===== config.mk =====
export PLATFORM = sky130hd
export DESIGN_NAME = adc_trig_arbiter
export DESIGN_NICKNAME = d
export VERILOG_FILES = /design/src/rtl/adc_trig_pkg.sv /design/src/rtl/adc_trig_edge.sv /design/src/rtl/adc_trig_conv.sv /design/src/rtl/adc_trig_slot.sv /design/src/rtl/adc_trig_arbiter.sv
export SDC_FILE = /design/constraint.sdc
export NUM_CORES = 1
export LEC_CHECK = 0
export ABC_CLOCK_PERIOD_IN_PS = 1500
export BUFFER_PORTS_ARGS = -buffer_cell sky130_fd_sc_hd__buf_4
export CORE_MARGIN = 5
export CORE_UTILIZATION = 49
export DETAILED_ROUTE_END_ITERATION = 10
export PLACE_DENSITY = 0.87
export SETUP_SLACK_MARGIN = 0.4
export SYNTH_ARGS = -nofsm -noshare
export SYNTH_HDL_FRONTEND = slang
export SYNTH_SLANG_ARGS = --single-unit

===== constraint.sdc =====
create_clock -name clk -period 1.5 [get_ports clk]
set_input_delay 0.075 -clock clk [delete_from_list [all_inputs] [get_ports clk]]
set_output_delay 0.075 -clock clk [all_outputs]
set_load 0.005 [all_outputs]

===== src/rtl/adc_trig_pkg.sv =====
package adc_trig_pkg;

   localparam int unsigned NUM_REQ = 2;

   typedef logic [NUM_REQ-1:0] req_vec_t;

   // Ordering when both requests appear in the same cycle: the secondary
   // request leads only when it alone is in drop-when-busy mode.
   function automatic logic pick_on_tie(input req_vec_t drop_busy);
      return drop_busy[1] & ~drop_busy[0];
   endfunction

   // Request to launch given the pending set and the age bit.
   function automatic logic pick_launch(input req_vec_t pend, input logic older);
      return (&pend) ? older : pend[1];
   endfunction

endpackage


===== src/rtl/adc_trig_edge.sv =====
module adc_trig_edge #(
   parameter int unsigned STAGES = 2
) (
   input  logic clk,
   input  logic rst_n,
   input  logic trig_async,
   output logic trig_rise
);

   if (STAGES < 2) begin : g_bad_stages
      $error("adc_trig_edge: STAGES must be at least 2");
   end

   logic [STAGES-1:0] sync_q;
   logic              last_q;

   always_ff @(posedge clk or negedge rst_n) begin
      if (!rst_n) begin
         sync_q <= '0;
         last_q <= 1'b0;
      end else begin
         sync_q <= {sync_q[STAGES-2:0], trig_async};
         last_q <= sync_q[STAGES-1];
      end
   end

   assign trig_rise = sync_q[STAGES-1] & ~last_q;

endmodule


===== src/rtl/adc_trig_conv.sv =====
module adc_trig_conv #(
   parameter int unsigned BUSY_CYCLES = 8
) (
   input  logic clk,
   input  logic rst_n,
   input  logic start,
   output logic busy,
   output logic done
);

   if (BUSY_CYCLES < 1) begin : g_bad_busy
      $error("adc_trig_conv: BUSY_CYCLES must be at least 1");
   end

   if (BUSY_CYCLES == 1) begin : g_single
      logic run_q;

      always_ff @(posedge clk or negedge rst_n) begin
         if (!rst_n) run_q <= 1'b0;
         else        run_q <= start;
      end

      assign busy = run_q;
      assign done = run_q;
   end else begin : g_count
      localparam int unsigned CW = $clog2(BUSY_CYCLES);

      logic          run_q;
      logic [CW-1:0] left_q;

      always_ff @(posedge clk or negedge rst_n) begin
         if (!rst_n) begin
            run_q  <= 1'b0;
            left_q <= '0;
         end else if (start && !run_q) begin
            run_q  <= 1'b1;
            left_q <= CW'(BUSY_CYCLES - 1);
         end else if (run_q) begin
            if (left_q == '0) run_q  <= 1'b0;
            else              left_q <= left_q - 1'b1;
         end
      end

      assign busy = run_q;
      assign done = run_q && (left_q == '0);
   end

endmodule


===== src/rtl/adc_trig_slot.sv =====
module adc_trig_slot (
   input  logic clk,
   input  logic rst_n,
   input  logic enable,
   input  logic trig_rise,
   input  logic hw_arm,
   input  logic drop_busy,
   input  logic oneshot,
   input  logic conv_busy,
   input  logic sw_set,
   input  logic launch,
   input  logic irq_clr,
   input  logic done_mine,
   output logic pend,
   output logic arrive,
   output logic sw_req,
   output logic irq_flag
);

   logic hw_pend_q;
   logic sw_q;
   logic shot_used_q;
   logic irq_q;
   logic shot_block;
   logic hw_acc;

   assign shot_block = oneshot & shot_used_q;
   assign hw_acc     = enable & trig_rise & hw_arm & ~shot_block
                     & ~(conv_busy & drop_busy);

   always_ff @(posedge clk or negedge rst_n) begin
      if (!rst_n) begin
         hw_pend_q   <= 1'b0;
         sw_q        <= 1'b0;
         shot_used_q <= 1'b0;
         irq_q       <= 1'b0;
      end else begin
         if (!enable) begin
            hw_pend_q <= 1'b0;
            sw_q      <= 1'b0;
         end else begin
            hw_pend_q <= (hw_pend_q & ~launch) | hw_acc;
            sw_q      <= (sw_q & ~launch) | sw_set;
         end
         if (!oneshot) shot_used_q <= 1'b0;
         else          shot_used_q <= shot_used_q | hw_acc;
         irq_q <= (irq_q & ~irq_clr) | done_mine;
      end
   end

   assign pend     = hw_pend_q | sw_q;
   assign arrive   = hw_acc | (enable & sw_set);
   assign sw_req   = sw_q;
   assign irq_flag = irq_q;

endmodule


===== src/rtl/adc_trig_arbiter.sv =====
module adc_trig_arbiter
   import adc_trig_pkg::*;
#(
   parameter int unsigned BUSY_CYCLES = 8,
   parameter int unsigned SYNC_STAGES = 2
) (
   input  logic               clk,
   input  logic               rst_n,
   input  logic               cfg_enable,
   input  logic               cfg_trig_ignore,
   input  logic [NUM_REQ-1:0] cfg_hw_arm,
   input  logic [NUM_REQ-1:0] cfg_drop_busy,
   input  logic [NUM_REQ-1:0] cfg_oneshot,
   input  logic [NUM_REQ-1:0] cfg_irq_mask,
   input  logic [NUM_REQ-1:0] sw_start,
   input  logic [NUM_REQ-1:0] irq_clear,
   input  logic               hw_trig_in,
   output logic               conv_start,
   output logic               conv_sel,
   output logic               conv_busy,
   output logic               conv_done,
   output logic [NUM_REQ-1:0] sw_pending,
   output logic [NUM_REQ-1:0] irq_flag,
   output logic [NUM_REQ-1:0] irq
);

   logic     trig_rise;
   logic     trig_ok;
   logic     busy;
   logic     done;
   logic     launch;
   logic     sel;
   logic     older_q;
   logic     older_d;
   logic     owner_q;
   req_vec_t pend;
   req_vec_t arrive;
   req_vec_t kept;
   req_vec_t launch_vec;
   req_vec_t done_vec;

   adc_trig_edge #(.STAGES(SYNC_STAGES)) u_edge (
      .clk        (clk),
      .rst_n      (rst_n),
      .trig_async (hw_trig_in),
      .trig_rise  (trig_rise)
   );

   assign trig_ok = trig_rise & ~cfg_trig_ignore;

   assign launch = cfg_enable & ~busy & (|pend);
   assign sel    = pick_launch(pend, older_q);

   for (genvar i = 0; i < NUM_REQ; i++) begin : g_slot
      assign launch_vec[i] = launch && (sel == 1'(i));
      assign done_vec[i]   = done && (owner_q == 1'(i));

      adc_trig_slot u_slot (
         .clk       (clk),
         .rst_n     (rst_n),
         .enable    (cfg_enable),
         .trig_rise (trig_ok),
         .hw_arm    (cfg_hw_arm[i]),
         .drop_busy (cfg_drop_busy[i]),
         .oneshot   (cfg_oneshot[i]),
         .conv_busy (busy),
         .sw_set    (sw_start[i]),
         .launch    (launch_vec[i]),
         .irq_clr   (irq_clear[i]),
         .done_mine (done_vec[i]),
         .pend      (pend[i]),
         .arrive    (arrive[i]),
         .sw_req    (sw_pending[i]),
         .irq_flag  (irq_flag[i])
      );
   end

   // Age tracking: one bit names the older of two waiting requests.
   assign kept = pend & ~launch_vec;

   always_comb begin
      older_d = older_q;
      if (&(kept | arrive)) begin
         if (&kept)        older_d = older_q;
         else if (kept[0]) older_d = 1'b0;
         else if (kept[1]) older_d = 1'b1;
         else              older_d = pick_on_tie(cfg_drop_busy);
      end
   end

   always_ff @(posedge clk or negedge rst_n) begin
      if (!rst_n) begin
         older_q <= 1'b0;
         owner_q <= 1'b0;
      end else begin
         older_q <= older_d;
         if (launch) owner_q <= sel;
      end
   end

   adc_trig_conv #(.BUSY_CYCLES(BUSY_CYCLES)) u_conv (
      .clk   (clk),
      .rst_n (rst_n),
      .start (launch),
      .busy  (busy),
      .done  (done)
   );

   assign conv_start = launch;
   assign conv_sel   = launch ? sel : owner_q;
   assign conv_busy  = busy;
   assign conv_done  = done;
   assign irq        = irq_flag & ~cfg_irq_mask;

endmodule


; ---- Word-level counts from Yosys, hierarchy flattened
; Cells that the tools add are included.
; W data, S select, Z words.
[totals]
latch_bits = 0
output_inout_bits = 10
mem_count = 0
mem_bits_rw = 0
ff_bits = 17
inputBits = 17
wordCells = 102
mem_bits_ro = 0
[classes]
eq_ne = 1
bitwise = 56
div = 0
shifts = 0
n_mul = 0
n_mux = 16
reduce_logical = 14
n_addsub = 1
order_cmp = 0
[ops]
columns = cell, count
row1 = $and A1 B1 Y1, 24
row2 = $not A1 Y1, 15
row3 = $mux W1, 13
row4 = $or A1 B1 Y1, 12
row5 = $mux W3, 3
row6 = $logic_and A1 B1 Y1, 6
row7 = $reduce_and A2 Y1, 3
row8 = $and A2 B2 Y2, 2
row9 = $not A2 Y2, 2
row10 = $logic_not A3 Y1, 1
row11 = $reduce_and A3 Y1, 1
row12 = $sub A3 B1 Y3 const B, 1
row13 = $ne A2 B1 Y1 const B, 1
row14 = $or A2 B2 Y2, 1
row15 = $reduce_bool A2 Y1, 1
row16 = $reduce_or A2 Y1, 1
row17 = $logic_not A1 Y1, 1

; ---- Logic depth before layout (Yosys ltp)
; Gate-level depths: netlist (run 1).
[depth]
depth_word = 10
depth_mapped = 6
ltp_nobuf = 6

; ---- By module
; From an unflattened synthesis (run 1), not the netlist that was laid out.
[hier_totals]
hier_cells = 87
hier_area_um2 = 864.6
[modules_own_cells]
columns = mod, seq_area_each_um2, area_each_um2, cells_each, instances
row1 = adc_trig_slot, 100.1, 186.4, 19, 2
row2 = adc_trig_conv, 100.1, 214.0, 20, 1
row3 = adc_trig_arbiter, 50.0, 188.9, 25, 1
row4 = adc_trig_edge, 75.1, 88.8, 4, 1

; ---- Worst setup path after synthesis (run 1)
; No wires, ideal clock.
[synth_timing]
path_kind = reg-to-reg
start = reg g_slot[1].u_slot.sw_q
end = reg owner_q
path_stages_with_launch = 5
slack_ps = 101
t_arrival_ps = 1295
required_ps = 1395
period_less_slack_ps = 1399
n_path_buf = 0
setup_time_ps = 105
path_cell_list = dfrtp_1 or2_2 o31ai_2 inv_2 o22ai_1
[synth_between]
elab_chain_cells = 4
[synth_lines]
columns = item, line_no
row1 = start: declaration, adc_trig_slot.sv:21  ; logic sw_q;
row2 = start signal: assignment, adc_trig_slot.sv:43  ; sw_q <= (sw_q & ~launch) | sw_set;
row3 = $or A1 B1 Y1, adc_trig_slot.sv:51  ; assign pend = hw_pend_q | sw_q;
row4 = $reduce_or A2 Y1, adc_trig_arbiter.sv:51  ; assign launch = cfg_enable & ~busy & (|pend);
row5 = $and A1 B1 Y1, adc_trig_arbiter.sv:51
row6 = net conv_start, adc_trig_arbiter.sv:18  ; output logic conv_start,
row7 = $mux W1, --
row8 = net conv_sel, adc_trig_arbiter.sv:19  ; output logic conv_sel,
row9 = end signal: assignment, adc_trig_arbiter.sv:97  ; if (launch) owner_q <= sel;
row10 = end: declaration, adc_trig_arbiter.sv:35  ; logic owner_q;
; The timed path passes the listed nets, and every way through them passes these cells.
; A chain may end at the register's enable or synchronous reset.

; ---- Worst setup path in the final report (run 1)
[layout_timing]
start = reg g_slot[1].u_slot.sw_q
end = out conv_sel
[layout_between]
elab_chain_cells = 4
[layout_lines]
columns = item, line_no
row1 = $or A1 B1 Y1 (*), adc_trig_slot.sv:51
row2 = $reduce_and A2 Y1 or $reduce_or A2 Y1 (tied branches), "adc_trig_pkg.sv:15, adc_trig_arbiter.sv:51"
row3 = $mux W1 or $and A1 B1 Y1 (tied branches), "adc_trig_pkg.sv:15, adc_trig_arbiter.sv:51"
row4 = $mux W1 (*), adc_trig_arbiter.sv:110  ; assign conv_sel = launch ? sel : owner_q;
row5 = end: declaration, adc_trig_arbiter.sv:19
; Mark *: on every way between the ends. The rest lies on a longest branch, timed or not.

==> results of run 1 <==
==> per-layer routing <==
layer  global-route usage, %  up-vias  part of all wire [%]
li1                        -      419                     -
met1                    24.9      472                    39
met2                    35.6       46                    51
met4                    9.61        0                   4.2
met3                    3.15       16                   6.0
met5                       0        -                     0
==> path summary, 6_finish.rpt <==
kind | from | to | slack [ns] | cells past startpoint
worst max-delay path | g_slot[1].u_slot.sw_req | conv_sel | -0.17 | 5
worst min-delay path | sw_start[0] | g_slot[0].u_slot.sw_req | 0.008 | 3
worst max register to register | g_slot[1].u_slot.sw_req | older_q | -0.14 | 6
worst min register to register | u_edge.sync_q[0] | u_edge.sync_q[1] | 0.37 | 0
max in group asynchronous | rst_n | u_conv.busy | 1.14 | 2
min in group asynchronous | rst_n | u_edge.last_q | 0.14 | 2
==> power breakdown <==
part / internal, mW / switching [mW] / leakage [nW]
sequential: 0.572 / 0.114 / 0.211
clock: 0.104 / 0.166 / 0.0150
combinational: 0.733 / 0.631 / 0.504
total: 1.41 / 0.911 / 0.730
==> stage by stage <==
stage                     cells  cell area, um2  setup slack (ns)
after global placement      140            1150             0.129
after detailed placement    140            1150            0.0719
final                       171            1590            -0.168
after global routing        171            1590            -0.240
after CTS                   161            1390           -0.0965
after floorplan              89             920             0.203
==> final cells by class <==
class | count | area (um2)
Sequential cell | 17 | 428
Inverter | 10 | 40.0
Clock buffer | 4 | 26.3
Multi-Input combinational cell | 58 | 581
Timing Repair Buffer | 57 | 479
Tap cell | 25 | 31.3
Fill cell | 60 | 123
==> Yosys cell counts, types with 2 or more instances <==
cell | n | area share (%)
nand2_1 | 13 | 5.6
nor2b_1 | 3 | 2.2
a21oi_1 | 3 | 1.7
nand2b_1 | 3 | 2.2
ha_1 | 2 | 2.9
o21ai_0 | 4 | 2.3
nor2_1 | 4 | 1.7
o22ai_1 | 2 | 1.4
dfrtp_1 | 17 | 49
a21boi_0 | 5 | 4.3
buf_4 | 4 | 3.5
inv_1 | 9 | 3.9
==> registers in the layout, indices dropped and copies added, names as in the netlist <==
name,cells
older_q,1
g_slot.u_slot.sw_req,2
u_conv.g_count.left_q,3
g_slot.u_slot.shot_used_q,2
u_conv.busy,1
g_slot.u_slot.irq_flag,2
u_edge.last_q,1
g_slot.u_slot.hw_pend_q,2
u_edge.sync_q,2
owner_q,1
==> kinds of logic (layout without fill, tap and decap cells) <==
| kind of cell | after synthesis | count (layout) | share of synthesized area (%) |
|---|---|---|---|
| and+or+nand+nor | 31 | 31 | 18.9 |
| AOI/OAI and AO/OA | 24 | 24 | 20.3 |
| DFF | 17 | 17 | 49.1 |
| buffers and inverters | 14 | 71 | 7.79 |
| adders and majority gates | 2 | 2 | 2.89 |
| xor gates and xnor gates | 1 | 1 | 1.01 |
==> worst max-delay path, delay by kind of cell, from the launching register on <==
family	cells	cell delay, ns
AND/OR/NAND/NOR	1	0.26
flip-flops	1	0.41
AO/OA/AOI/OAI	2	0.40
buffers and inverters	2	0.20
==> timing repair <==
action,in CTS,in global routing
pin swaps,15,11
hold endpoints to repair,20,0
hold buffers,4,0
setup buffers,13,10
resized for setup,26,24
cloned,0,0
setup endpoints to repair,16,19
==> impl_metrics.ini, run 1 <==
[status]
status = complete, but fails checks
violations = negative setup slack

[logic_synthesis]
synthCells = 89
synth.avg_cell_area_um2 = 9.74
syn_nets = 108
ys_warn_count = 0
yosysSeqAreaShare_pct = 49.1
synth_seq_cells = 17
synth_edf_count = 0
synth_flop_cell = dfrtp_1
async_reset_ff_share_pct = 100
synth.distinct_cells = 32
netlist_area_um2 = 867

[die]
die_h_um = 52.1
initial_core_util_pct = 50.8
core_area_um2 = 1710
die_x_um = 52.1
rows = 15
die-area_um2 = 2710
pin_count = 27

[global_route]
antenna_found_initial = 0
overflow = 0
grt_pass1_vias = 888
grt_pass1_wl_mm = 4.09
grt_max_degree = 18
grtUsageTotal_pct = 20.6

[cts]
clock_latency_ns = 0.32
cts_buffers = 3
cts-htree-levels = 1
clock-root-buffer = clkbuf_4
clkSinkCount = 17
path_clk_slew_ns = 0.11
cts_buffer_depth = 2
cts_tree = yes

[routing]
postRouteAntennaNets = 0
drt_wl_total_mm = 3.56
dr.pass1.iters = 4
first_iter_violations = 34
vias = 953
wl_per_cell_um = 20.8
via_per_inst = 5.57
drc = 0

[place]
dp.final_hpwl_mm = 1.58
io_buffers = 26
place_congestion = 0.841

[flow_run]
maxCapViolations = 0

[sta]
holdWs_ns = 0.00785
rsz0062_at_grt = yes
slew_headroom_pct = 76.5
drv_slew = 0
period_needed_ns = 1.67
tightest_slew_ns = 0.350
fin_ws_ns = -0.168
fin_tns_setup_ns = -0.327
timing.final.crit_share_pct = 111
fmax_ghz = 0.600
fin_worst_skew_ns = 0.0117
setup_viol = 3
hold_viol_final = 0

[setup_path]
start_kind = flop
worstSetupPathType = reg -> out
crit_chain = or2_4 -> o31ai_4 -> inv_2 -> o22ai_4 -> buf_6
arrival_ns = 1.59
endpoint_kind = output pin
slowest_stage = dfrtp_1
cp_max_fo = 2
crit_required_ns = 1.42
max_stage_delay_ns = 0.41

[power_and_ir_drop]
power_density_nw_per_um2 = 1460
finalPower_mw = 2.32
leakage_nw = 0.730
peakVddDrop_mv = 1.47

[layout]
layout-drive-gt1-share_pct = 65.1
nNetsFinal = 166
diodes = 0
utilization_pct = 92.8
areaGrowthSynthToFinish_pct = 82.8
final_common_cell = buf_4
layout_common_cells = 42 x buf_4, 15 x dfrtp_1, 11 x buf_6

[hold_path]
min_path_type = in -> reg
Note: power is estimated with default switching activity, not from simulation.
==> run 2: changes to the inputs <==
CORE_ASPECT_RATIO = 0.9   (was default)
==> run 2 against run 1 <==
  * Worst hold slack gained 0.012 ns
  * The flow still finishes with violations (negative setup slack)
  * Combinational power grew 4%
  * Via count grew 9.3%
  * Critical path depth is the same
  * Sequential share of layout area grew 0.50 points
  * First-iteration DRC count grew 44%
  * Largest cell class unchanged
  * Largest power group unchanged
  * Non-clock buffer count grew 2
==> impl_metrics.ini, run 2 (synthesis results as in run 1) <==
[flow_run]
maxCapViolations = 0

[global_route]
gr-usage-met3_pct = 8.13
grt_pass1_vias = 884
overflow = 0
gr-usage-met1_pct = 24.4
grt_max_degree = 18
met2_usage_pct = 39.2
antenna_found_initial = 1
grtUsageTotal_pct = 22.9
grt_pass1_wl_mm = 4.35
busiest_layer = met2

[cts]
cts_tree = yes
cts_buffers = 3
path_clk_slew_ns = 0.09
clock-root-buffer = clkbuf_4
clkSinkCount = 17
cts_buffer_depth = 2
clock_latency_ns = 0.32
cts-htree-levels = 1

[sta]
slew_headroom_pct = 79.2
hold_viol_final = 0
rsz0062_at_grt = yes
tightest_slew_ns = 0.311
fin_ws_ns = -0.234
period_needed_ns = 1.73
setup_viol = 4
holdWs_ns = 0.0203
fin_worst_skew_ns = 0.0142
fmax_ghz = 0.577
timing.final.crit_share_pct = 116
drv_slew = 0

[layout]
layout-drive-gt1-share_pct = 60.8
finalInstanceArea_um2 = 1560
layout_common_cells = 41 x buf_4, 15 x dfrtp_1, 14 x buf_6
regMostFlops = u_conv.g_count.left_q
areaGrowthSynthToFinish_pct = 79.5
largest_register_ffs = 3
n_fill_cell = 57
final_common_cell = buf_4
nNetsFinal = 168

[status]
status = complete, but fails checks
violations = negative setup slack

[routing]
dr.pass1.iters = 4
drc = 0
via_per_inst = 6.02
drt_wl_total_mm = 4.00
wl_per_cell_um = 23.1
vias = 1042
postRouteAntennaNets = 0
first_iter_violations = 49

[power_and_ir_drop]
leakage_nw = 0.737
power_density_nw_per_um2 = 1530
finalPower_mw = 2.38
peakVddDrop_mv = 1.67

[die]
rows = 14
pin_count = 27
die_h_um = 49.9
initial_core_util_pct = 51.6
core_area_um2 = 1680
die_x_um = 54.3
die-area_um2 = 2710

[place]
place_congestion = 0.894
placed_cell_area_um2 = 1150
io_buffers = 26
dp.final_hpwl_mm = 1.61

[setup_path]
cp_max_fo = 2
start_kind = flop
rr_startpoint = g_slot[1].u_slot.hw_pend_q
worstSetupPathType = reg -> out
crit_start = g_slot[1].u_slot.hw_pend_q
arrival_ns = 1.66
crit_required_ns = 1.42
reg2reg_depth = 7
endpoint_kind = output pin

[hold_path]
min_path_type = in -> reg
hp-start = cfg_oneshot[1]
whs_path_depth = 2
==> run 2: path summary, 6_finish.rpt <==
path / endpoint / slack [ns]
worst max register to register: older_q / -0.10
worst min register to register: u_edge.sync_q[1] / 0.37
worst min-delay path: g_slot[1].u_slot.shot_used_q / 0.02
worst max-delay path: conv_sel / -0.23
min in group asynchronous: older_q / 0.18
max in group asynchronous: u_conv.busy / 1.10
==> run 2: per-layer routing <==
| layer | vias up | part of all wire [%] |
|---|---|---|
| li1 | 426 | - |
| met1 | 507 | 38 |
| met2 | 75 | 47 |
| met3 | 34 | 8.8 |
| met4 | 0 | 6.0 |
| met5 | - | 0 |
==> run 2: where the power goes <==
part / switching, mW / internal [mW] / total, mW / leakage (nW)
Clock: 0.155 / 0.100 / 0.255 / 0.0177
Combinational: 0.636 / 0.786 / 1.42 / 0.508
Sequential: 0.132 / 0.572 / 0.703 / 0.211
==> run 2: timing repair <==
item	CTS	global route
pin swaps	21	9
hold endpoints to repair	20	0
hold buffers	4	0
gates resized for setup	27	16
setup endpoints to repair	17	20
buffers inserted	12	12
==> run 2: worst max-delay path, cell delays in order, from the launching register on <==
cell and delay, ns:
dfrtp_1 0.42, or2_4 0.29, o31ai_4 0.23, inv_2 0.07, o22ai_2 0.19, buf_4 0.15
==> run 2: final cells by class <==
| cell class | instances | area [um2] | share of cell area, % |
|---|---|---|---|
| Multi-Input combinational cell | 58 | 523 | 33.6 |
| Timing Repair Buffer | 59 | 505 | 32.5 |
| Tap cell | 24 | 30.0 | 1.93 |
| Clock inverter | 1 | 5.00 | 0.322 |
| Antenna cell | 1 | 2.50 | 0.161 |
| Inverter | 10 | 40.0 | 2.57 |
| Clock buffer | 3 | 22.5 | 1.45 |
| Sequential cell | 17 | 428 | 27.5 |
==> run 2: through the flow <==
step / utilization (%) / cells / setup WS, ns / setup TNS, ns
3_5_place_dp: 68.5 / 140 / 0.0807 / 0
5_1_grt: 92.4 / 172 / -0.310 / -1.06
2_1_floorplan: - / 89 / 0.203 / 0
3_3_place_gp: 68.5 / 140 / 0.119 / 0
4_1_cts: 83.6 / 160 / -0.0785 / -0.0785
6_report: 92.6 / 173 / -0.234 / -0.503
==> run 3: changes to the inputs <==
CORE_UTILIZATION = 39   (was 49)
PLACE_DENSITY = 0.74   (was 0.87)
==> run 3 against run 2 <==
  * The run still ends with negative setup slack left
  * First-iteration DRC count fell by 78%
  * Worst hold slack improved by 0.0032 ns
  * Clock power is 4% lower
  * Critical path depth did not move
  * Global-route usage shrank 7.0 points
  * Clock skew fell by 0.0072 ns
  * Total power is 9.6% lower
  * Core utilization fell by 22 points
  * Sequential share of layout area increased by 0.75 points
  * Sequential power shrank 4.8%
  * Final cell count shrank 2.3%
  * Largest cell class unchanged
  * Largest power group unchanged
==> impl_metrics.ini, run 3 (synthesis results as in run 1) <==
[status]
status = complete, but fails checks
violations = negative setup slack

[sta]
setup_viol = 2
timing.final.crit_share_pct = 108
fin_worst_skew_ns = 0.00698
tightest_slew_ns = 0.309
hold_viol_final = 0
drv_slew = 0
period_needed_ns = 1.61
fmax_ghz = 0.620
fin_ws_ns = -0.114
holdWs_ns = 0.0235
slew_headroom_pct = 79.4
rsz0062_at_grt = yes

[cts]
cts-htree-levels = 1
clock_latency_ns = 0.29
cts_tree = yes
cts_buffers = 3
clock-root-buffer = clkbuf_4
path_clk_slew_ns = 0.10
cts_buffer_depth = 2
clkSinkCount = 17

[power_and_ir_drop]
peakVddDrop_mv = 1.08
power_frac_comb_pct = 57.4
p_switching_mw = 0.757
power_frac_clock_pct = 11.4
seqPwrFrac_pct = 31.1
power_density_nw_per_um2 = 1420
sw_frac_of_total_pct = 35.2
p_int_mw = 1.39
leakage_nw = 0.703
finalPower_mw = 2.15

[setup_path]
reg2reg_depth = 6
regToRegSetupSlack_ns = 0.01
worstSetupPathType = reg -> out
endpoint_kind = output pin
start_kind = flop
arrival_ns = 1.54
crit_required_ns = 1.42
cp_max_fo = 2

[place]
post-place-ws_ns = 0.0761
dp.final_hpwl_mm = 1.47
io_buffers = 26
place_congestion = 0.916
dpl.cell_count = 143

[layout]
stdcell_count = 169
areaGrowthSynthToFinish_pct = 74.7
utilization_pct = 70.7
regMostFlops = u_conv.g_count.left_q
n_fill_cell = 164
final_common_cell = buf_4
largest_register_ffs = 3
diodes = 0
nNetsFinal = 162
layout_common_cells = 38 x buf_4, 15 x dfrtp_1, 11 x buf_6
layout-drive-gt1-share_pct = 61.3

[routing]
postRouteAntennaNets = 0
dr.pass1.iters = 4
drc = 0
wl_per_cell_um = 14.4
vias = 862
via_per_inst = 5.10
first_iter_violations = 11
drt_wl_total_mm = 2.44

[die]
pin_count = 27
die_h_um = 54.7
initial_core_util_pct = 40.5
core_area_um2 = 2140
rows = 16
die-area_um2 = 3270
die_x_um = 59.7

[flow_run]
maxCapViolations = 0

[global_route]
grt_max_degree = 18
antenna_found_initial = 0
grt_pass1_wl_mm = 3.74
grt_pass1_vias = 892
grtUsageTotal_pct = 15.9
overflow = 0

[hold_path]
min_path_type = in -> reg
whs_path_depth = 3
==> run 3: metal layers <==
metal | share of wire, % | vias up | global-route usage [%]
li1 | - | 408 | -
met3 | 7.8 | 2 | 5.19
met4 | 0.41 | 0 | 3.32
met2 | 54 | 32 | 29.3
met1 | 38 | 420 | 17.8
met5 | 0 | - | 0
==> run 3: power by group through the flow <==
stage	Sequential, mW	Clock [mW]	Combinational, mW
after floorplan	0.654	0	0.438
after global placement	0.668	0	0.632
after detailed placement	0.672	0	0.647
after CTS	0.665	0.257	1.07
after global routing	0.683	0.279	1.34
final	0.669	0.246	1.24
==> run 3: what timing repair did <==
item	4_1_cts	5_1_grt
gates resized for setup	28	16
gates cloned	0	0
hold buffers	4	0
endpoints found under the hold margin	20	0
setup endpoints to repair	16	19
buffers inserted	14	4
pin swaps	9	11
==> run 3: path summary, 6_finish.rpt <==
check	start	end
setup / recovery	g_slot[1].u_slot.hw_pend_q	conv_sel
hold / removal	sw_start[0]	g_slot[0].u_slot.sw_req
setup reg to reg	u_conv.busy	older_q
hold reg to reg	u_edge.sync_q[0]	u_edge.sync_q[1]
max in group asynchronous	rst_n	u_conv.busy
min in group asynchronous	rst_n	older_q
==> run 3: layout make-up <==
cell class	instances	area (um2)	share of cell area [%]
Tap cell	27	33.8	2.23
Inverter	10	40.0	2.64
Clock buffer	4	26.3	1.73
Multi-Input combinational cell	58	538	35.5
Timing Repair Buffer	53	449	29.6
Sequential cell	17	428	28.2
==> run 3: metrics by stage <==
| step | setup TNS, ns | cell area, um2 |
|---|---|---|
| after detailed placement | 0 | 1160 |
| after CTS | -0.116 | 1420 |
| after global placement | 0 | 1160 |
| after global routing | -0.379 | 1520 |
| final | -0.177 | 1520 |
| after floorplan | 0 | 920 |
==> run 3: critical path, stage by stage (launching register included) <==
cell     delay (ns)
dfrtp_1        0.41
or2_4          0.27
o31ai_4        0.21
inv_2          0.07
o22ai_2        0.15
buf_4          0.14
